$ cat src/rtl/i2c_bm_pkg.sv
package i2c_bm_pkg;
  localparam int OFS_OWN = 'h00;
  localparam int OFS_DIV = 'h04;
  localparam int OFS_CTL = 'h08;
  localparam int OFS_STA = 'h0C;
  localparam int OFS_DAT = 'h10;
  localparam int OFS_FLT = 'h14;

  localparam int CTL_EN   = 7;
  localparam int CTL_IE   = 6;
  localparam int CTL_MST  = 5;
  localparam int CTL_TX   = 4;
  localparam int CTL_NAK  = 3;
  localparam int CTL_RS   = 2;

  localparam int STA_DONE = 7;
  localparam int STA_BUSY = 5;
  localparam int STA_FLAG = 1;
  localparam int STA_NAK  = 0;

  localparam logic [7:0] OWN_MASK = 8'hFE;
  localparam logic [7:0] DIV_MASK = 8'h3F;
  localparam logic [7:0] CTL_MASK = 8'hFC;
  localparam logic [7:0] STA_MASK = 8'hED;
  localparam logic [7:0] STA_RST  = 8'h81;
  localparam logic [7:0] NO_TGT   = 8'hFF;

  typedef enum logic [1:0] {
    CMD_ADDR = 2'd0,
    CMD_TX   = 2'd1,
    CMD_RX   = 2'd2,
    CMD_STOP = 2'd3
  } cmd_e;
endpackage

$ cat src/rtl/i2c_bm_prescale.sv
module i2c_bm_prescale #(
  parameter int DIV_W   = 6,
  parameter int MIN_DIV = 2
) (
  input  logic             clk,
  input  logic             rst_n,
  input  logic             en,
  input  logic [DIV_W-1:0] div,
  output logic             tick
);
  localparam int CNT_W = DIV_W + 2;

  logic [CNT_W-1:0] cnt_q, cnt_d;
  logic [CNT_W-1:0] limit;
  logic             tick_d, tick_q;

  assign limit = CNT_W'(div) + CNT_W'(MIN_DIV - 1);

  always_comb begin
    cnt_d  = cnt_q;
    tick_d = 1'b0;
    if (!en) begin
      cnt_d = '0;
    end else if (cnt_q >= limit) begin
      cnt_d  = '0;
      tick_d = 1'b1;
    end else begin
      cnt_d = cnt_q + 1'b1;
    end
  end

  always_ff @(posedge clk or negedge rst_n) begin
    if (!rst_n) begin
      cnt_q  <= '0;
      tick_q <= 1'b0;
    end else begin
      cnt_q  <= cnt_d;
      tick_q <= tick_d;
    end
  end

  assign tick = tick_q;
endmodule

$ cat src/rtl/i2c_bm_engine.sv
module i2c_bm_engine
  import i2c_bm_pkg::*;
#(
  parameter int BITS = 8
) (
  input  logic            clk,
  input  logic            rst_n,
  input  logic            tick,
  input  logic            abort,
  input  logic            cmd_valid,
  input  cmd_e            cmd_kind,
  input  logic [BITS-1:0] cmd_byte,
  input  logic            cmd_txak,
  input  logic            scl_in,
  input  logic            sda_in,
  output logic            ready,
  output logic            busy,
  output logic            done,
  output logic            ack,
  output logic [BITS-1:0] rx_data,
  output logic            scl_low,
  output logic            sda_low
);
  localparam int BIT_W = $clog2(BITS + 1);
  localparam logic [BIT_W-1:0] LAST = BIT_W'(BITS);

  typedef enum logic [2:0] {
    E_IDLE, E_START, E_RSTART, E_BIT, E_HOLD, E_STOP
  } est_e;

  est_e             st_q, st_d;
  logic [1:0]       q_q, q_d;
  logic [BIT_W-1:0] b_q, b_d;
  logic [BITS-1:0]  sh_q, sh_d;
  cmd_e             kind_q, kind_d;
  logic             txak_q, txak_d;
  logic             ack_q, ack_d;
  logic             scl_q, scl_d;
  logic             sda_q, sda_d;
  logic             done_q, done_d;

  assign ready = (st_q == E_IDLE) || (st_q == E_HOLD);

  always_comb begin
    st_d   = st_q;
    q_d    = q_q;
    b_d    = b_q;
    sh_d   = sh_q;
    kind_d = kind_q;
    txak_d = txak_q;
    ack_d  = ack_q;
    scl_d  = scl_q;
    sda_d  = sda_q;
    done_d = 1'b0;
    if (abort) begin
      st_d  = E_IDLE;
      q_d   = '0;
      scl_d = 1'b0;
      sda_d = 1'b0;
    end else if (ready && cmd_valid) begin
      kind_d = cmd_kind;
      sh_d   = cmd_byte;
      txak_d = cmd_txak;
      q_d    = '0;
      b_d    = '0;
      case (cmd_kind)
        CMD_STOP: st_d = (st_q == E_HOLD) ? E_STOP : E_IDLE;
        CMD_ADDR: st_d = (st_q == E_HOLD) ? E_RSTART : E_START;
        default:  st_d = (st_q == E_HOLD) ? E_BIT : E_START;
      endcase
    end else if (tick) begin
      case (st_q)
        E_START: begin
          if (q_q == 2'd0) sda_d = 1'b1;
          if (q_q == 2'd2) scl_d = 1'b1;
          q_d = q_q + 2'd1;
          if (q_q == 2'd3) begin
            st_d = E_BIT;
            b_d  = '0;
          end
        end
        E_RSTART: begin
          case (q_q)
            2'd0: sda_d = 1'b0;
            2'd1: scl_d = 1'b0;
            2'd2: sda_d = 1'b1;
            default: begin
              scl_d = 1'b1;
              st_d  = E_BIT;
              b_d   = '0;
            end
          endcase
          q_d = q_q + 2'd1;
        end
        E_STOP: begin
          case (q_q)
            2'd0: sda_d = 1'b1;
            2'd1: scl_d = 1'b0;
            2'd2: sda_d = 1'b0;
            default: st_d = E_IDLE;
          endcase
          q_d = q_q + 2'd1;
        end
        E_BIT: begin
          case (q_q)
            2'd0: begin
              if (b_q < LAST)
                sda_d = (kind_q == CMD_RX) ? 1'b0 : ~sh_q[BITS-1];
              else
                sda_d = (kind_q == CMD_RX) ? ~txak_q : 1'b0;
              q_d = 2'd1;
            end
            2'd1: begin
              scl_d = 1'b0;
              q_d   = 2'd2;
            end
            2'd2: begin
              if (scl_in) begin
                if (b_q < LAST) begin
                  if (kind_q == CMD_RX) sh_d = {sh_q[BITS-2:0], sda_in};
                end else begin
                  ack_d = ~sda_in;
                end
                q_d = 2'd3;
              end
            end
            default: begin
              scl_d = 1'b1;
              q_d   = 2'd0;
              if (b_q == LAST) begin
                st_d   = E_HOLD;
                done_d = 1'b1;
              end else begin
                b_d = b_q + 1'b1;
                if (kind_q != CMD_RX) sh_d = {sh_q[BITS-2:0], 1'b0};
              end
            end
          endcase
        end
        default: ;
      endcase
    end
  end

  always_ff @(posedge clk or negedge rst_n) begin
    if (!rst_n) begin
      st_q   <= E_IDLE;
      q_q    <= '0;
      b_q    <= '0;
      sh_q   <= '0;
      kind_q <= CMD_TX;
      txak_q <= 1'b0;
      ack_q  <= 1'b0;
      scl_q  <= 1'b0;
      sda_q  <= 1'b0;
      done_q <= 1'b0;
    end else begin
      st_q   <= st_d;
      q_q    <= q_d;
      b_q    <= b_d;
      sh_q   <= sh_d;
      kind_q <= kind_d;
      txak_q <= txak_d;
      ack_q  <= ack_d;
      scl_q  <= scl_d;
      sda_q  <= sda_d;
      done_q <= done_d;
    end
  end

  assign busy    = ~ready;
  assign done    = done_q;
  assign ack     = ack_q;
  assign rx_data = sh_q;
  assign scl_low = scl_q;
  assign sda_low = sda_q;
endmodule

$ cat src/rtl/i2c_bm_regs.sv
module i2c_bm_regs
  import i2c_bm_pkg::*;
#(
  parameter int ADDR_W = 5,
  parameter int DIV_W  = 6
) (
  input  logic              clk,
  input  logic              rst_n,
  input  logic              sel,
  input  logic              we,
  input  logic [ADDR_W-1:0] addr,
  input  logic [7:0]        wdata,
  output logic [7:0]        rdata,
  output logic              irq,
  input  logic              eng_ready,
  input  logic              eng_done,
  input  logic              eng_ack,
  input  logic [7:0]        eng_rx,
  output logic              cmd_valid,
  output cmd_e              cmd_kind,
  output logic [7:0]        cmd_byte,
  output logic              cmd_txak,
  output logic              eng_abort,
  output logic [DIV_W-1:0]  div,
  output logic              en,
  output logic [7:0]        cr_o,
  output logic [7:0]        sr_o,
  output logic [7:0]        tgt_o,
  output cmd_e              op_o
);
  localparam logic [ADDR_W-1:0] A_OWN = ADDR_W'(OFS_OWN);
  localparam logic [ADDR_W-1:0] A_DIV = ADDR_W'(OFS_DIV);
  localparam logic [ADDR_W-1:0] A_CTL = ADDR_W'(OFS_CTL);
  localparam logic [ADDR_W-1:0] A_STA = ADDR_W'(OFS_STA);
  localparam logic [ADDR_W-1:0] A_DAT = ADDR_W'(OFS_DAT);
  localparam logic [ADDR_W-1:0] A_FLT = ADDR_W'(OFS_FLT);

  logic [7:0] own_q, own_d, div_q, div_d, cr_q, cr_d, sr_q, sr_d;
  logic [7:0] dr_q, dr_d, flt_q, flt_d, tgt_q, tgt_d;
  logic       stop_q, stop_d;
  cmd_e       op_q, op_d;
  logic [7:0] cr_n;
  logic       wr, rd;

  assign wr = sel && we;
  assign rd = sel && !we;

  always_comb begin
    own_d = own_q; div_d = div_q; cr_d = cr_q; sr_d = sr_q;
    dr_d = dr_q; flt_d = flt_q; tgt_d = tgt_q; stop_d = stop_q; op_d = op_q;
    cmd_valid = 1'b0;
    cmd_kind  = CMD_TX;
    cmd_byte  = dr_q;
    eng_abort = 1'b0;
    cr_n      = '0;

    if (eng_done) begin
      case (op_q)
        CMD_ADDR: begin
          if (eng_ack) begin
            tgt_d = dr_q;
            sr_d[STA_NAK]  = 1'b0;
            sr_d[STA_DONE] = 1'b1;
            sr_d[STA_FLAG] = 1'b1;
          end else begin
            sr_d[STA_NAK] = 1'b1;
          end
        end
        CMD_TX: begin
          if (eng_ack) begin
            sr_d[STA_NAK]  = 1'b0;
            sr_d[STA_DONE] = 1'b1;
            sr_d[STA_FLAG] = 1'b1;
          end else begin
            sr_d[STA_NAK] = 1'b1;
            tgt_d  = NO_TGT;
            stop_d = 1'b1;
          end
        end
        CMD_RX: begin
          dr_d = eng_rx;
          sr_d[STA_DONE] = 1'b1;
          sr_d[STA_FLAG] = 1'b1;
        end
        default: ;
      endcase
    end

    if (wr) begin
      if (addr == A_OWN) own_d = wdata & OWN_MASK;
      if (addr == A_DIV) div_d = wdata & DIV_MASK;
      if (addr == A_STA) sr_d  = wdata & STA_MASK;
      if (addr == A_FLT) flt_d = wdata;
      if (addr == A_CTL) begin
        if (cr_q[CTL_EN] && !wdata[CTL_EN]) begin
          div_d = '0; cr_d = '0; sr_d = STA_RST; dr_d = '0; flt_d = '0;
          tgt_d = NO_TGT; stop_d = 1'b0; op_d = CMD_TX;
          eng_abort = 1'b1;
        end else begin
          cr_n = wdata & CTL_MASK;
          if (cr_n[CTL_MST]) begin
            sr_d[STA_BUSY] = 1'b1;
          end else begin
            sr_d[STA_BUSY] = 1'b0;
            if (tgt_d != NO_TGT) begin
              stop_d = 1'b1;
              tgt_d  = NO_TGT;
            end
          end
          if (cr_n[CTL_RS] && (tgt_d != NO_TGT)) begin
            tgt_d        = NO_TGT;
            cr_n[CTL_RS] = 1'b0;
          end
          cr_d = cr_n;
        end
      end
      if ((addr == A_DAT) && cr_q[CTL_EN] && eng_ready && !stop_q) begin
        dr_d = wdata;
        if (cr_q[CTL_MST]) begin
          cmd_valid = 1'b1;
          cmd_kind  = (tgt_d == NO_TGT) ? CMD_ADDR : CMD_TX;
          cmd_byte  = wdata;
          op_d      = cmd_kind;
          sr_d[STA_DONE] = 1'b0;
        end
      end
    end

    if (rd && (addr == A_DAT) && cr_q[CTL_MST] && !cr_q[CTL_TX]) begin
      if (tgt_d == NO_TGT) begin
        dr_d = NO_TGT;
      end else if (eng_ready && !stop_q) begin
        cmd_valid = 1'b1;
        cmd_kind  = CMD_RX;
        op_d      = CMD_RX;
        sr_d[STA_DONE] = 1'b0;
      end
    end

    if (!cmd_valid && !eng_abort && stop_q && eng_ready) begin
      cmd_valid = 1'b1;
      cmd_kind  = CMD_STOP;
      op_d      = CMD_STOP;
      stop_d    = 1'b0;
    end
  end

  always_ff @(posedge clk or negedge rst_n) begin
    if (!rst_n) begin
      own_q <= '0; div_q <= '0; cr_q <= '0; sr_q <= STA_RST;
      dr_q <= '0; flt_q <= '0; tgt_q <= NO_TGT; stop_q <= 1'b0; op_q <= CMD_TX;
    end else begin
      own_q <= own_d; div_q <= div_d; cr_q <= cr_d; sr_q <= sr_d;
      dr_q <= dr_d; flt_q <= flt_d; tgt_q <= tgt_d; stop_q <= stop_d; op_q <= op_d;
    end
  end

  always_comb begin
    rdata = '0;
    if (addr == A_OWN) rdata = own_q;
    if (addr == A_DIV) rdata = div_q;
    if (addr == A_CTL) rdata = cr_q;
    if (addr == A_STA) rdata = sr_q;
    if (addr == A_DAT) rdata = dr_q;
    if (addr == A_FLT) rdata = flt_q;
  end

  assign irq      = cr_q[CTL_EN] & cr_q[CTL_IE] & sr_q[STA_FLAG];
  assign cmd_txak = cr_q[CTL_NAK];
  assign div      = div_q[DIV_W-1:0];
  assign en       = cr_q[CTL_EN];
  assign cr_o     = cr_q;
  assign sr_o     = sr_q;
  assign tgt_o    = tgt_q;
  assign op_o     = op_q;
endmodule

$ cat src/rtl/i2c_byte_master.sv
module i2c_byte_master
  import i2c_bm_pkg::*;
#(
  parameter int ADDR_W  = 5,
  parameter int DIV_W   = 6,
  parameter int MIN_DIV = 2
) (
  input  logic              clk,
  input  logic              rst_n,
  input  logic              bus_sel,
  input  logic              bus_we,
  input  logic [ADDR_W-1:0] bus_addr,
  input  logic [7:0]        bus_wdata,
  output logic [7:0]        bus_rdata,
  output logic              irq,
  output logic              scl_oe,
  input  logic              scl_in,
  output logic              sda_oe,
  input  logic              sda_in
);
  logic             tick, en, eng_abort;
  logic             eng_ready, eng_busy, eng_done, eng_ack;
  logic [7:0]       eng_rx, cmd_byte;
  logic             cmd_valid, cmd_txak;
  cmd_e             cmd_kind;
  logic [DIV_W-1:0] div;
  logic [7:0]       cr_w, sr_w, tgt_w;
  cmd_e             op_w;

  i2c_bm_regs #(.ADDR_W(ADDR_W), .DIV_W(DIV_W)) u_regs (
    .clk(clk), .rst_n(rst_n), .sel(bus_sel), .we(bus_we), .addr(bus_addr),
    .wdata(bus_wdata), .rdata(bus_rdata), .irq(irq),
    .eng_ready(eng_ready), .eng_done(eng_done), .eng_ack(eng_ack), .eng_rx(eng_rx),
    .cmd_valid(cmd_valid), .cmd_kind(cmd_kind), .cmd_byte(cmd_byte), .cmd_txak(cmd_txak),
    .eng_abort(eng_abort), .div(div), .en(en),
    .cr_o(cr_w), .sr_o(sr_w), .tgt_o(tgt_w), .op_o(op_w)
  );

  i2c_bm_prescale #(.DIV_W(DIV_W), .MIN_DIV(MIN_DIV)) u_pre (
    .clk(clk), .rst_n(rst_n), .en(en), .div(div), .tick(tick)
  );

  i2c_bm_engine #(.BITS(8)) u_eng (
    .clk(clk), .rst_n(rst_n), .tick(tick), .abort(eng_abort),
    .cmd_valid(cmd_valid), .cmd_kind(cmd_kind), .cmd_byte(cmd_byte), .cmd_txak(cmd_txak),
    .scl_in(scl_in), .sda_in(sda_in), .ready(eng_ready), .busy(eng_busy),
    .done(eng_done), .ack(eng_ack), .rx_data(eng_rx),
    .scl_low(scl_oe), .sda_low(sda_oe)
  );
endmodule

$ cat config.mk
export PLATFORM = sky130hd
export DESIGN_NAME = i2c_byte_master
export DESIGN_NICKNAME = d
export VERILOG_FILES = /design/src/rtl/i2c_bm_pkg.sv /design/src/rtl/i2c_bm_prescale.sv /design/src/rtl/i2c_bm_engine.sv /design/src/rtl/i2c_bm_regs.sv /design/src/rtl/i2c_byte_master.sv
export SDC_FILE = /design/constraint.sdc
export NUM_CORES = 1
export LEC_CHECK = 0
export BUFFER_PORTS_ARGS = -buffer_cell sky130_fd_sc_hd__buf_2
export CAP_MARGIN = 20
export CELL_PAD_IN_SITES_DETAIL_PLACEMENT = 1
export CELL_PAD_IN_SITES_GLOBAL_PLACEMENT = 1
export CORE_MARGIN = 4
export CORE_UTILIZATION = 44
export DETAILED_ROUTE_END_ITERATION = 10
export PLACE_DENSITY = 0.73
export REMOVE_ABC_BUFFERS = 1
export SLEW_MARGIN = 30
export SYNTH_ARGS = -nofsm -noshare
export SYNTH_HDL_FRONTEND = slang
export SYNTH_SLANG_ARGS = --single-unit
$ cat constraint.sdc
create_clock -name clk -period 2.9 [get_ports clk]
set_clock_uncertainty 0.2 [all_clocks]
set_input_delay 0.29 -clock clk [delete_from_list [all_inputs] [get_ports clk]]
set_output_delay 0.29 -clock clk [all_outputs]
set_load 0.005 [all_outputs]
# Word level (Yosys, flattened, before mapping)
# Cells that the tools add are included.
# Widths: inputs -> output; s select.
# totals
regBits	91
# classes
n_addsub	4
order_cmp	2
eq_ne	46
muxes	158
bitwise	8
n_reduce_logical	55
# op_table
operator	count
$mux 8	50
$mux 1	54
$mux 2	24
$ne 3x2->1 const B	11
$pmux 8 s2	2
$reduce_and 7->1	4
$mux 3	9
$mux 4	6
$eq 8x8->1 const B	2
$ne 4x2->1 const B	4
$ne 8x8->1 const B	2
$logic_and 1x1->1	15
$ne 4x3->1 const B	3
$pmux 3 s4	1
$pmux 4 s3	1
$reduce_bool 4->1	3
$eq 2x2->1 const B	5
$eq 5x4->1 const B	2
$eq 5x5->1 const B	2
$pmux 1 s2	5
$reduce_and 9->1	1
$add 8x1->8 const B	1
$ge 8x8->1	1
$reduce_and 2->1	4
35 further kinds	61

# Logic depth before layout (Yosys ltp)
# Gate-level depths: netlist (run 1).
# logic_depth
depth_word	28
mapped_depth	14
depth_no_buf	12

# By module
# Synthesis (run 1) repeated with hierarchy kept, for this count alone.
# hier_totals
cells_unflattened	553
hier_area_um2	5413.9
# by_module_without_submodules
mod	instances	cells_per_inst	area_each_um2
i2c_bm_regs	1	312	3188.1
i2c_bm_engine	1	179	1561.5
i2c_bm_prescale	1	62	664.4

# Least setup slack after synthesis (run 1)
# Ideal clock, no wire load.
# synth_timing
path_kind	register to register
startpoint	register u_regs.op_q[0] (netlist: u_regs.op_o[0])
endpoint	register u_eng.st_q[2]
arrival_time_ns	2.495
required_ns	2.569
slack_ns	0.074
stages_incl_launch_ff	10
n_path_buf	1
path_cell_list	dfstp_2 -> buf_1 -> nor3_1 -> nor2_1 -> nand4_1 -> o211a_1 -> or2_2 -> ha_1 -> a2111oi_0 -> or3_1
# synth_via
elab_chain_len	28
word_cells_on_any_way	48
# synth_lines
item	line_no	rtl
from (decl)	i2c_bm_regs.sv:41	cmd_e op_q, op_d;
from (signal assigned)	i2c_bm_regs.sv:154	dr_q <= dr_d; flt_q <= flt_d; tgt_q <= tgt_d; stop_q <= stop_d; op_q <= op_d;
$eq 2x1->1 / $logic_not 2->1 (equally long branches)	i2c_bm_regs.sv:58	case (op_q)
$pmux 8 s2 *	i2c_bm_regs.sv:58	
$mux 8 *	i2c_bm_regs.sv:57	if (eng_done) begin
$ne 8x8->1	i2c_bm_regs.sv:105	if (tgt_d != NO_TGT) begin
$mux 8	i2c_bm_regs.sv:105	
$mux 8	i2c_bm_regs.sv:101	if (cr_n[CTL_MST]) begin
$mux 8	i2c_bm_regs.sv:95	if (cr_q[CTL_EN] && !wdata[CTL_EN]) begin
$mux 8	i2c_bm_regs.sv:94	if (addr == A_CTL) begin
[12 not listed]	n/a	
$mux 2 / $logic_and 1x1->1 (equally long branches)	i2c_bm_regs.sv:132, i2c_bm_regs.sv:140	
$mux 2 / $logic_and 1x1->1 (equally long branches)	i2c_bm_regs.sv:130, i2c_bm_regs.sv:140	
$mux 2 / $logic_and 1x1->1 (equally long branches)	i2c_bm_regs.sv:129, i2c_bm_regs.sv:140	
$mux 2	i2c_bm_regs.sv:140	if (!cmd_valid && !eng_abort && stop_q && eng_ready) begin
$eq 2x2->1 / $logic_not 2->1 (equally long branches)	i2c_bm_engine.sv:66	case (cmd_kind)
$pmux 3 s2	i2c_bm_engine.sv:66	
$mux 3	i2c_bm_engine.sv:60	end else if (ready && cmd_valid) begin
$mux 3	i2c_bm_engine.sv:55	if (abort) begin
to (signal assigned)	i2c_bm_engine.sv:158	st_q <= st_d;
to (decl)	i2c_bm_engine.sv:31	est_e st_q, st_d;
# Every way passes the cells marked *; elsewhere a longest branch is shown, timed or not. The select of a mux whose other input is x is not followed.
# A chain may end at the register's enable or synchronous reset.

# Worst setup path in the final report (run 1)
# layout_timing
startpoint	register u_regs.op_q[0] (netlist: u_regs.op_o[0])
endpoint	register u_eng.st_q[2]
# layout_via
elab_chain_len	28
word_cells_on_any_way	48
# layout_lines
item	line_no	rtl
$eq 2x1->1 / $logic_not 2->1 (equally long branches)	i2c_bm_regs.sv:58	
$pmux 8 s2 *	i2c_bm_regs.sv:58	
$mux 8 *	i2c_bm_regs.sv:57	
$ne 8x8->1	i2c_bm_regs.sv:105	
$mux 8	i2c_bm_regs.sv:105	
$mux 8	i2c_bm_regs.sv:101	
$mux 8	i2c_bm_regs.sv:95	
$mux 8	i2c_bm_regs.sv:94	
[11 not listed]	n/a	
$logic_not 1->1	i2c_bm_regs.sv:140	
$logic_and 1x1->1 (3 in a row)	i2c_bm_regs.sv:140	
$mux 2 *	i2c_bm_regs.sv:140	
via cmd_kind[1]	i2c_byte_master.sv:25	cmd_e cmd_kind;
$eq 2x2->1 / $logic_not 2->1 (equally long branches)	i2c_bm_engine.sv:66	
$pmux 3 s2 *	i2c_bm_engine.sv:66	
$mux 3 *	i2c_bm_engine.sv:60	
$mux 3 *	i2c_bm_engine.sv:55	
# Mark *: on every way through the listed nets, which the timed path passes. The rest lies on a longest branch. The select of a mux whose other input is x is not followed.

==> results_dict.tcl, run 1 <==
set metrics [dict create \
    outcome "finished, final reports clean" \
    gpl.final_weighted_congestion 0.902 \
    fin_total_pwr_uw 4120 \
    setup_tns_ns 0 \
    syn_to_final_growth_pct 18.5 \
    layout_worst_path_cycle_share_pct 99.8 \
    grt_pass1_vias 4635 \
    n_antenna_cell 0 \
    vdd_drop_max_mv 0.478 \
    die_w_um 117 \
    cp.required_ns 2.92 \
    yosys_warnings 0 \
    worst_pin_slew_ns 0.660 \
    p_per_area_nw_per_um2 671 \
    slew_headroom_pct 55.7 \
    portBuffers 29 \
    cp_max_fo 8 \
    clock_latency_ns 0.35 \
    drt_iter0_markers 312 \
    timing.final.crit_period_ns 2.89 \
    hold_start "bus_wdata[1]" \
    final_nets 618 \
    viasPerCell 6.13 \
    dieArea_um2 13600 \
    drc 0 \
    reg2reg_slack_ns 0.007 \
    antenna_found_initial 0 \
    internal-power_uw 2720 \
    fmax_mhz 346 \
    arrival_ns 2.91 \
    maxCapViolations 0 \
    end_kind "flip-flop" \
    h-tree-depth 3 \
    switching_share_pct 34.0 \
    holdWs_ns 0.0636 \
    synth_edf_count 0 \
    dieHeight_um 117 \
    final_core_util_pct 53.6 \
    worst-setup-path-type "flip-flop to flip-flop" \
    drt-wirelength-per-cell_um 21.6 \
    seqPwrFrac_pct 41.8 \
    grt_pass1_wl_um 25300 \
    postSynthAreaPerCell_um2 9.73 \
    dr.pass1.iters 4 \
    slew_viol_final 0 \
    cts.path.max_buffers 2 \
    final_antenna_net_count 0 \
    leakage_uw 0.00283 \
    place_hpwl_um 11500 \
    rows 39 \
    core_area_um2 11500 \
    hold_depth 2 \
    cts_made_buffers 9 \
    finalNonFillerCells 729 \
    ys_ff_latch 89 \
    start_util_pct 45.2 \
    yosysSeqAreaShare_pct 43.2 \
    pwr-share-clk_pct 29.9 \
    synth_cells 533 \
    grt_max_degree 50 \
    place_inst 705 \
    r2r-end "u_eng.st_q[2]" \
    vias 4466 \
    hold_viol_final 0 \
    cts-root-buf "clkbuf_16" \
    path_clk_slew_ns 0.07 \
    async_reset_ff_share_pct 100 \
    final_layout_size_suffix_gt1_share_pct 23.9 \
    totalWireLength_um 15800 \
    ys.flop_type "dfrtp_1" \
    p_comb_share_pct 28.3 \
    cts_tree "built" \
    ios 30 \
    min_to "u_regs.flt_q[1]" \
    clock-sinks 89 \
    power.switching_uw 1400 \
    grt.total_usage_pct 24.3 \
    ff2ff_path_depth 11 \
    rr_startpoint "u_regs.op_o[0]" \
    start_kind "flip-flop" \
    synth_cell_types 67 \
    synth_area_um2 5190 \
    grt_overflow 0 \
    holdCritPathClass "input pin to flip-flop" \
    setup-violations-final 0 \
]
==> cells in the mapped netlist, drive strengths merged (5+ instances only) <==
cell / count / area (um2)
ha: 18 / 225
or2: 12 / 75.1
nand2: 52 / 205
clkbuf: 18 / 67.6
a22o: 18 / 158
nand3: 16 / 85.1
o311ai: 9 / 78.8
a21oi: 14 / 70.1
and2: 9 / 58.8
mux2: 9 / 101
xnor2: 6 / 52.6
o21ai: 28 / 140
dfrtp: 77 / 1930
a31oi: 15 / 100
o221ai: 5 / 43.8
nor2: 31 / 116
buf: 14 / 68.8
nor3: 22 / 110
a21o: 7 / 52.6
nand3b: 5 / 41.3
inv: 20 / 75.1
dfstp: 12 / 315
and3: 7 / 43.8
mux2i: 48 / 480
==> cells in the final DEF, fill, tap and decap left out, types with 3 or more instances in the layout <==
master,count
a2111oi_0,3
a211oi_1,3
a21o_1,7
a21oi_1,14
a221oi_1,4
a22o_1,18
a31oi_1,8
a31oi_2,4
a31oi_4,3
and2_1,7
and3_1,7
buf_2,28
buf_4,36
clkbuf_16,9
dfrtp_1,75
dfstp_2,12
ha_1,16
inv_1,20
inv_6,3
mux2_2,8
mux2i_1,48
nand2_1,48
nand2b_1,4
nand3_1,15
nand3b_1,4
nand4_1,4
nor2_1,29
nor3_1,19
nor3_2,3
o21ai_0,26
o221ai_1,5
o22ai_1,4
o311ai_0,9
o31ai_1,3
or2_2,8
or3_1,3
xnor2_1,6
xor2_1,4
==> critical path: stages, from the launching register on <==
cell and delay, ns:
dfstp_2 0.55, or2_4 0.22, a31oi_1 0.11, nor2_1 0.17, nand4_1 0.20, buf_4 0.20, o211ai_1 0.24, nand2_1 0.19
ha_2 0.23, nand2_2 0.08, a2111oi_2 0.06, or3_1 0.32
==> flip-flops by register name, summed over array words and instances (netlist names), 3 cells and up <==
name           cells
u_eng.b_q          4
u_eng.rx_data      8
u_regs.cr_o        6
u_regs.own_q       7
u_regs.div_q       8
u_eng.st_q         3
u_regs.tgt_o       8
u_regs.sr_o        8
u_pre.cnt_q        8
u_regs.flt_q       8
u_regs.dr_q        8
==> timing repair <==
item                                    4_1_cts  5_1_grt
pin swaps                                     2       14
buffers inserted                              1        5
gates resized for setup                       3       24
endpoints found under the hold margin        31        0
endpoints found under the setup margin        1        3
hold buffers                                  2        0
==> kinds of logic (layout without fill, tap and decap cells) <==
group                      after synthesis  after routing  share of synthesized area, %
AOI/OAI and AO/OA                      129            129                          17.6
xor gates and xnor gates                10             10                          1.69
adders and majority gates               18             18                          4.34
buffers and inverters                   52            105                          4.08
DFF                                     89             89                          43.2
muxes                                   57             57                          11.2
and+or+nand+nor                        178            178                          17.8
==> worst max-delay path by stage <==
| stage | from | end | slack, ns |
|---|---|---|---|
| 2_1_floorplan | bus_addr[1] | u_eng.txak_q | -1.04 |
| 6_report | u_regs.op_o[0] | u_eng.st_q[2] | 0.007 |
| 4_1_cts | u_regs.op_o[0] | u_eng.st_q[2] | 0.01 |
| 5_1_grt | u_regs.op_o[0] | u_eng.st_q[2] | -0.16 |
| 3_3_place_gp | u_regs.op_o[0] | u_eng.st_q[2] | 0.05 |
| 3_5_place_dp | u_regs.op_o[0] | u_eng.st_q[2] | -0.07 |
==> layer usage <==
metal | track usage (%) | wire [um] | vias to the layer above
li1 | - | - | 2063
met1 | 34.1 | 7300 | 2278
met2 | 38.5 | 7530 | 106
met4 | 7.26 | 274 | 0
met3 | 4.66 | 659 | 19
met5 | 0 | 0 | -
==> power by group through the flow <==
stage / registers, uW / clock network, uW / logic (uW)
2_1_floorplan: 1700 / 0 / 691
3_3_place_gp: 1710 / 0 / 1030
3_5_place_dp: 1730 / 0 / 1090
4_1_cts: 1710 / 1260 / 1110
5_1_grt: 1760 / 1310 / 1300
6_report: 1720 / 1230 / 1170
==> layout make-up <==
class | instances | area [um2]
clock buffer | 10 | 239
timing repair buffer | 69 | 473
multi-input combinational | 392 | 2860
inverter | 20 | 75.1
fill | 1289 | 5320
sequential | 89 | 2240
clock inverter | 6 | 72.6
tap | 143 | 179
==> metrics by stage <==
step	cell area (um2)	worst slack (ns)
final	6140	0.00722
after CTS	5980	0.0140
after floorplan	5050	-1.04
after global routing	6140	-0.159
after global placement	5630	0.0479
after detailed placement	5630	-0.0700
Power figures use the tool's default switching activity.
==> inputs of run 2 (changes only) <==
- BUFFER_PORTS_ARGS: -buffer_cell sky130_fd_sc_hd__buf_2 -> -buffer_cell sky130_fd_sc_hd__buf_4
- HOLD_SLACK_MARGIN: unset -> 0.06
- REMOVE_ABC_BUFFERS: 1 -> unset
==> run 2 against run 1 <==
  * The run now ends with setup timing left
  * Global-route usage increased by 1.2 points
  * Worst hold slack improved by 0.0070 ns
  * Sequential power about the same
  * Die area unchanged
  * Final cell count increased by 0.69%
  * Routed wire length increased by 6.7%
  * Sequential cell count unchanged
  * Maximum frequency decreased by 0.44%
  * Core utilization increased by 0.88 points
  * Count of clock-buffer cells in the layout increased by 3
  * Design area increased by 1.6%
  * Critical path type unchanged
  * Largest cell class unchanged
  * Largest power group unchanged
==> results_dict.tcl, run 2 (synthesized netlist as in run 1, its figures left out) <==
set metrics [dict create \
    final_common_cell "dfrtp_1" \
    vias 4531 \
    clock_latency_ns 0.35 \
    final_nets 623 \
    antenna_found_initial 0 \
    grt.total_usage_pct 25.6 \
    grt_overflow 0 \
    path_buf_inv 2 \
    portBuffers 29 \
    arrival_ns 2.99 \
    ff2ff_path_depth 13 \
    leakage_uw 0.00287 \
    place_hpwl_um 11700 \
    grt_max_degree 53 \
    fill_cells 1282 \
    outcome "finished, violations left" \
    crit_chain "nand3b_1, buf_6, nor3_1, nor2_1, nand4_1, nor2_1, o21a_1, buf_4, nor2_1, ha_2, nand2_2, a2111oi_2, or3_1" \
    maxCapViolations 0 \
    cts_made_buffers 9 \
    synth.net_count 570 \
    rows 39 \
    pre_cts_ws_ns -0.0685 \
    start_kind "flip-flop" \
    worst_slack_ns -0.00555 \
    clock-sinks 89 \
    pwr-share-clk_pct 29.5 \
    seqPwrFrac_pct 42.0 \
    cts.path.max_buffers 2 \
    n_antenna_cell 0 \
    grt_pass1_wl_um 26500 \
    worst_pin_slew_ns 0.656 \
    final_cell_mix "dfrtp_1, buf_4, mux2i_1" \
    syn_to_final_growth_pct 20.4 \
    totalWireLength_um 16800 \
    timing.final.crit_period_ns 2.91 \
    h-tree-depth 3 \
    gpl.final_weighted_congestion 0.852 \
    path_clk_slew_ns 0.06 \
    core_area_um2 11500 \
    viasPerCell 6.17 \
    cp-startpoint "u_regs.op_o[1]" \
    drc 0 \
    cp_max_fo 5 \
    violations "setup timing" \
    final_layout_size_suffix_gt1_share_pct 24.2 \
    rr_startpoint "u_regs.op_o[1]" \
    slowest_delay_ns 0.43 \
    drt_iter0_markers 298 \
    dr.pass1.iters 4 \
    cts_tree "built" \
    critPathCapture "u_eng.st_q[2]" \
    r2r-end "u_eng.st_q[2]" \
    power.switching_uw 1420 \
    rsz0062_at_grt "true" \
    ios 30 \
    cp_top_family "simple AND/OR/NAND/NOR gates" \
    start_util_pct 45.2 \
    worst-setup-path-type "flip-flop to flip-flop" \
    layout_worst_path_cycle_share_pct 100 \
    dieArea_um2 13600 \
    internal-power_uw 2730 \
    final_antenna_net_count 0 \
    vdd_drop_max_mv 0.348 \
    hold_viol_final 0 \
    switching_share_pct 34.2 \
    dieHeight_um 117 \
    die_w_um 117 \
    p_per_area_nw_per_um2 666 \
    path_common_cell "nor2_1" \
    setup_tns_ns -0.00555 \
    slew_headroom_pct 56.1 \
    cp.depth 13 \
    end_kind "flip-flop" \
    cp.required_ns 2.98 \
    cts-root-buf "clkbuf_16" \
    slew_viol_final 0 \
    drt-wirelength-per-cell_um 22.9 \
    grt_pass1_vias 4802 \
    fmax_mhz 344 \
    crit_path_top_delay_cell "dfrtp_1" \
    p_comb_share_pct 28.6 \
    holdCritPathClass "input pin to flip-flop" \
    reg2reg_slack_ns -0.006 \
    setup-violations-final 1 \
]
## run 2: worst register-to-register path, cell delays in order (launching register included)
cell and delay [ns]:
dfrtp_1 0.43, nand3b_1 0.31, buf_6 0.21, nor3_1 0.16
nor2_1 0.09, nand4_1 0.15, nor2_1 0.07, o21a_1 0.21
buf_4 0.15, nor2_1 0.10, ha_2 0.19, nand2_2 0.07
a2111oi_2 0.35, or3_1 0.16
## run 2: worst min path at each step
stage	startpoint	endpoint	slack, ns	depth (start not counted)
global placement	rst_n	u_eng.rx_data[1]	0.09	1
floorplan	rst_n	u_eng.ack	-0.21	0
global route	bus_wdata[7]	u_regs.flt_q[7]	0.08	2
finish	bus_wdata[3]	u_regs.cr_o[3]	0.07	3
detailed placement	rst_n	u_eng.rx_data[1]	0.10	1
CTS	bus_wdata[3]	u_regs.cr_o[3]	0.06	3
## run 2: cell type report
class / instances / area (um2) / area share, %
Timing Repair Buffer: 74 / 598 / 9.58
Clock buffer: 13 / 260 / 4.17
Inverter: 20 / 75.1 / 1.20
Sequential cell: 89 / 2240 / 35.9
Tap cell: 143 / 179 / 2.87
Clock inverter: 3 / 47.5 / 0.761
Multi-Input combinational cell: 392 / 2840 / 45.5
## run 2: layer usage
metal	GRT usage [%]	wire length, um	vias up
li1	-	-	2065
met1	33.5	7400	2308
met2	42.5	8310	126
met3	3.58	575	32
met4	10.9	531	0
met5	0	0	-
## run 2: stage by stage
step	util (%)	power (uW)	hold WS [ns]	cell area, um2	std cells
4_1_cts	52.8	4080	0.0648	6060	725
5_1_grt	54.5	4390	0.0758	6240	734
3_5_place_dp	49.5	2840	0.102	5670	701
3_3_place_gp	49.5	2760	0.0938	5670	701
6_report	54.5	4160	0.0706	6240	734
2_1_floorplan	-	2430	-0.206	5190	533
## run 2: what timing repair did
item / CTS / global route
setup buffers: 2 / 9
hold buffers: 6 / 0
pin swaps: 0 / 17
resized for setup: 1 / 32
setup endpoints to repair: 2 / 9
gates cloned: 0 / 0
endpoints found under the hold margin: 38 / 0
## run 2: power groups by stage
stage / combinational [uW] / sequential (uW) / clock, uW
floorplan: 780 / 1650 / 0
global route: 1310 / 1770 / 1310
detailed placement: 1100 / 1740 / 0
global placement: 1040 / 1720 / 0
CTS: 1120 / 1720 / 1240
finish: 1190 / 1740 / 1220
==> inputs of run 3 (changes only) <==
- ABC_AREA: unset -> 1
- BUFFER_PORTS_ARGS: -buffer_cell sky130_fd_sc_hd__buf_4 -> unset
- CORE_UTILIZATION: 44 -> 43
- DONT_BUFFER_PORTS: unset -> 1
- RECOVER_POWER: unset -> 100
==> run 3 against run 2 <==
  * The flow finishes with violations (capacitance limit, slew limit, setup timing)
  * Clock power is essentially flat
  * First-iteration DRC count increased by 23%
  * Count of clock-buffer cells in the layout down 3
  * Maximum frequency down 13%
==> results_dict.tcl, run 3 <==
set metrics [dict create \
    setup_tns_ns -9.41 \
    hold_start "bus_wdata[4]" \
    pre_cts_ws_ns -0.474 \
    totalWireLength_um 21700 \
    dr.pass1.iters 4 \
    worst-setup-path-type "flip-flop to flip-flop" \
    ys.flop_type "dfrtp_1" \
    slew_viol_final 90 \
    synth_cell_types 43 \
    rsz0062_at_grt "true" \
    drc 0 \
    crit_path_top_delay_cell "dfstp_2" \
    fill_cells 1606 \
    min_to "u_regs.own_q[4]" \
    vdd_drop_max_mv 0.337 \
    synth_edf_count 0 \
    multi_input_area_um2 3070 \
    cts.path.max_buffers 2 \
    worst_pin_slew_ns 2.30 \
    place_hpwl_um 13900 \
    antenna_found_initial 0 \
    final_common_cell "nand2_1" \
    cts_tree "built" \
    cp.required_ns 2.95 \
    crit_chain "inv_2, nor2_4, nand3_2, nand2_2, nand2_2, nand2_2, nand2_2, nand2_1, nor2_1, nand2_2, nand2_4, nand3_2, nand2_2, nor2_4, nand2_2, o21ai_4, buf_4, buf_6, nand3_4, nand2_8, o21ai_4, buf_12, nand3_2, nand2_1" \
    syn_to_final_growth_pct 29.8 \
    leakage_uw 0.00361 \
    synth_top_cell_area_share_pct 34.7 \
    grt_pass1_wl_um 32800 \
    cts_made_buffers 9 \
    slew_headroom_pct -53.5 \
    grt_max_degree 90 \
    rr_startpoint "u_regs.op_o[0]" \
    final_core_util_pct 57.1 \
    synth_cells 768 \
    clock-sinks 89 \
    die_w_um 122 \
    hold_viol_final 0 \
    setup-violations-final 30 \
    grt_overflow 0 \
    yosysSeqAreaShare_pct 40.4 \
    final_cell_mix "nand2_1, inv_1, buf_4" \
    drt_iter0_markers 368 \
    clock_latency_ns 0.36 \
    viasPerCell 5.68 \
    synth_area_um2 5550 \
    ios 30 \
    fin_total_pwr_uw 4620 \
    gpl.final_weighted_congestion 0.854 \
    ys_ff_latch 89 \
    path_clk_slew_ns 0.07 \
    cts-root-buf "clkbuf_16" \
    layout_worst_path_cycle_share_pct 115 \
    final_antenna_net_count 0 \
    r2r-end "u_eng.rx_data[7]" \
    synth_common_cells "nand2_1, inv_1, dfrtp_1" \
    drt-wirelength-per-cell_um 20.7 \
    outcome "finished, violations left" \
    async_reset_ff_share_pct 100 \
    postSynthAreaPerCell_um2 7.23 \
    grt.total_usage_pct 28.6 \
    timing.final.crit_period_ns 3.35 \
    synth_top_area_cell "dfrtp_1" \
    hold_depth 2 \
    dieHeight_um 122 \
    ff_latch_area_um2 2240 \
    worst_slack_ns -0.448 \
    p_per_area_nw_per_um2 641 \
    synth.most_common_cell "nand2_1" \
    start_kind "flip-flop" \
    holdWs_ns 0.0686 \
    rows 41 \
    cp_max_fo 8 \
    ff2ff_path_depth 24 \
    core_area_um2 12600 \
    end_kind "flip-flop" \
    path_common_cell "nand2_2" \
    synth.area.top_cells "dfrtp_1, nand2_1, inv_1, dfstp_2, nand3_1" \
    cp_top_family "simple AND/OR/NAND/NOR gates" \
    fmax_mhz 299 \
    final_layout_size_suffix_gt1_share_pct 24.0 \
    maxCapViolations 1 \
    grt_pass1_vias 6188 \
    n_antenna_cell 0 \
    reg2reg_slack_ns -0.45 \
    yosys_warnings 0 \
    arrival_ns 3.40 \
    h-tree-depth 3 \
    vias 5961 \
    holdCritPathClass "input pin to flip-flop" \
    path_buf_inv 4 \
    start_util_pct 44.0 \
    portBuffers 0 \
    slowest_delay_ns 0.56 \
    dieArea_um2 14800 \
    violations "capacitance limit, slew limit, setup timing" \
    final_nets 910 \
    synth.net_count 805 \
]
[run 3: changes by cell type after synthesis, sizes merged, moves of 13 or more]
cell    change
a22o       -18
a31oi      -14
clkbuf     -14
inv       +110
mux2i      -48
nand2     +175
nand3      +39
nor2       +35
nor3       -16
o21ai      +28
o22ai      +13
[run 3: where the power goes]
group          switching, uW  internal, uW
clock                    561           681
combinational            979           598
sequential               264          1540
total                   1800          2820
[run 3: logic make-up after synthesis]
kind of cell / count (synthesis) / share of synthesized area, %
buffers and inverters: 146 / 10.4
flip-flops: 89 / 40.4
adder cells (fa/ha/maj): 18 / 4.06
multiplexers: 1 / 0.203
XOR/XNOR: 11 / 1.74
AO/OA/AOI/OAI: 127 / 14.2
AND/OR/NAND/NOR: 376 / 29.1
[run 3: worst max path at each step]
stage / from / end / cells after the start
2_1_floorplan: u_regs.op_o[0] / u_eng.st_q[0] / 22
3_3_place_gp: u_regs.op_o[0] / u_eng.st_q[0] / 22
3_5_place_dp: u_regs.op_o[0] / u_eng.st_q[0] / 18
4_1_cts: u_regs.op_o[0] / u_eng.rx_data[1] / 24
5_1_grt: u_regs.op_o[0] / u_eng.st_q[0] / 25
6_report: u_regs.op_o[0] / u_eng.rx_data[7] / 24
[run 3: timing repair]
item	4_1_cts	5_1_grt
setup endpoints to repair	20	32
cloned	1	0
buffers inserted	18	13
resized for setup	52	44
endpoints found under the hold margin	101	0
hold buffers	8	0
pin swaps	26	28
[run 3: layout make-up]
| type | count | share of cell area, % |
|---|---|---|
| tap | 172 | 2.99 |
| multi-input combinational | 534 | 42.6 |
| inverter | 133 | 6.96 |
| sequential | 89 | 31.1 |
| timing repair buffer | 106 | 12.2 |
| clock buffer | 10 | 3.18 |
| clock inverter | 6 | 1.04 |
[run 3: routing by layer]
| metal | share of wire, % | track usage (%) | vias to the layer above |
|---|---|---|---|
| met5 | 0 | 0 | - |
| met4 | 3.9 | 10.9 | 0 |
| met3 | 5.0 | 5.15 | 66 |
| met2 | 50 | 47.6 | 201 |
| met1 | 41 | 37.1 | 2984 |
| li1 | - | - | 2710 |
[run 3: worst register-to-register path, delay by kind of cell, from the launching register on]
family	cells	cell delay, ns
AND/OR/NAND/NOR	18	1.69
flip-flops	1	0.56
buffers and inverters	4	0.48
AO/OA/AOI/OAI	2	0.30
[run 3: stage by stage]
stage          instances  area, um2
6_report            1050       7210
5_1_grt             1050       7210
4_1_cts             1037       6980
3_5_place_dp         994       6220
3_3_place_gp         994       6220
2_1_floorplan        768       5550
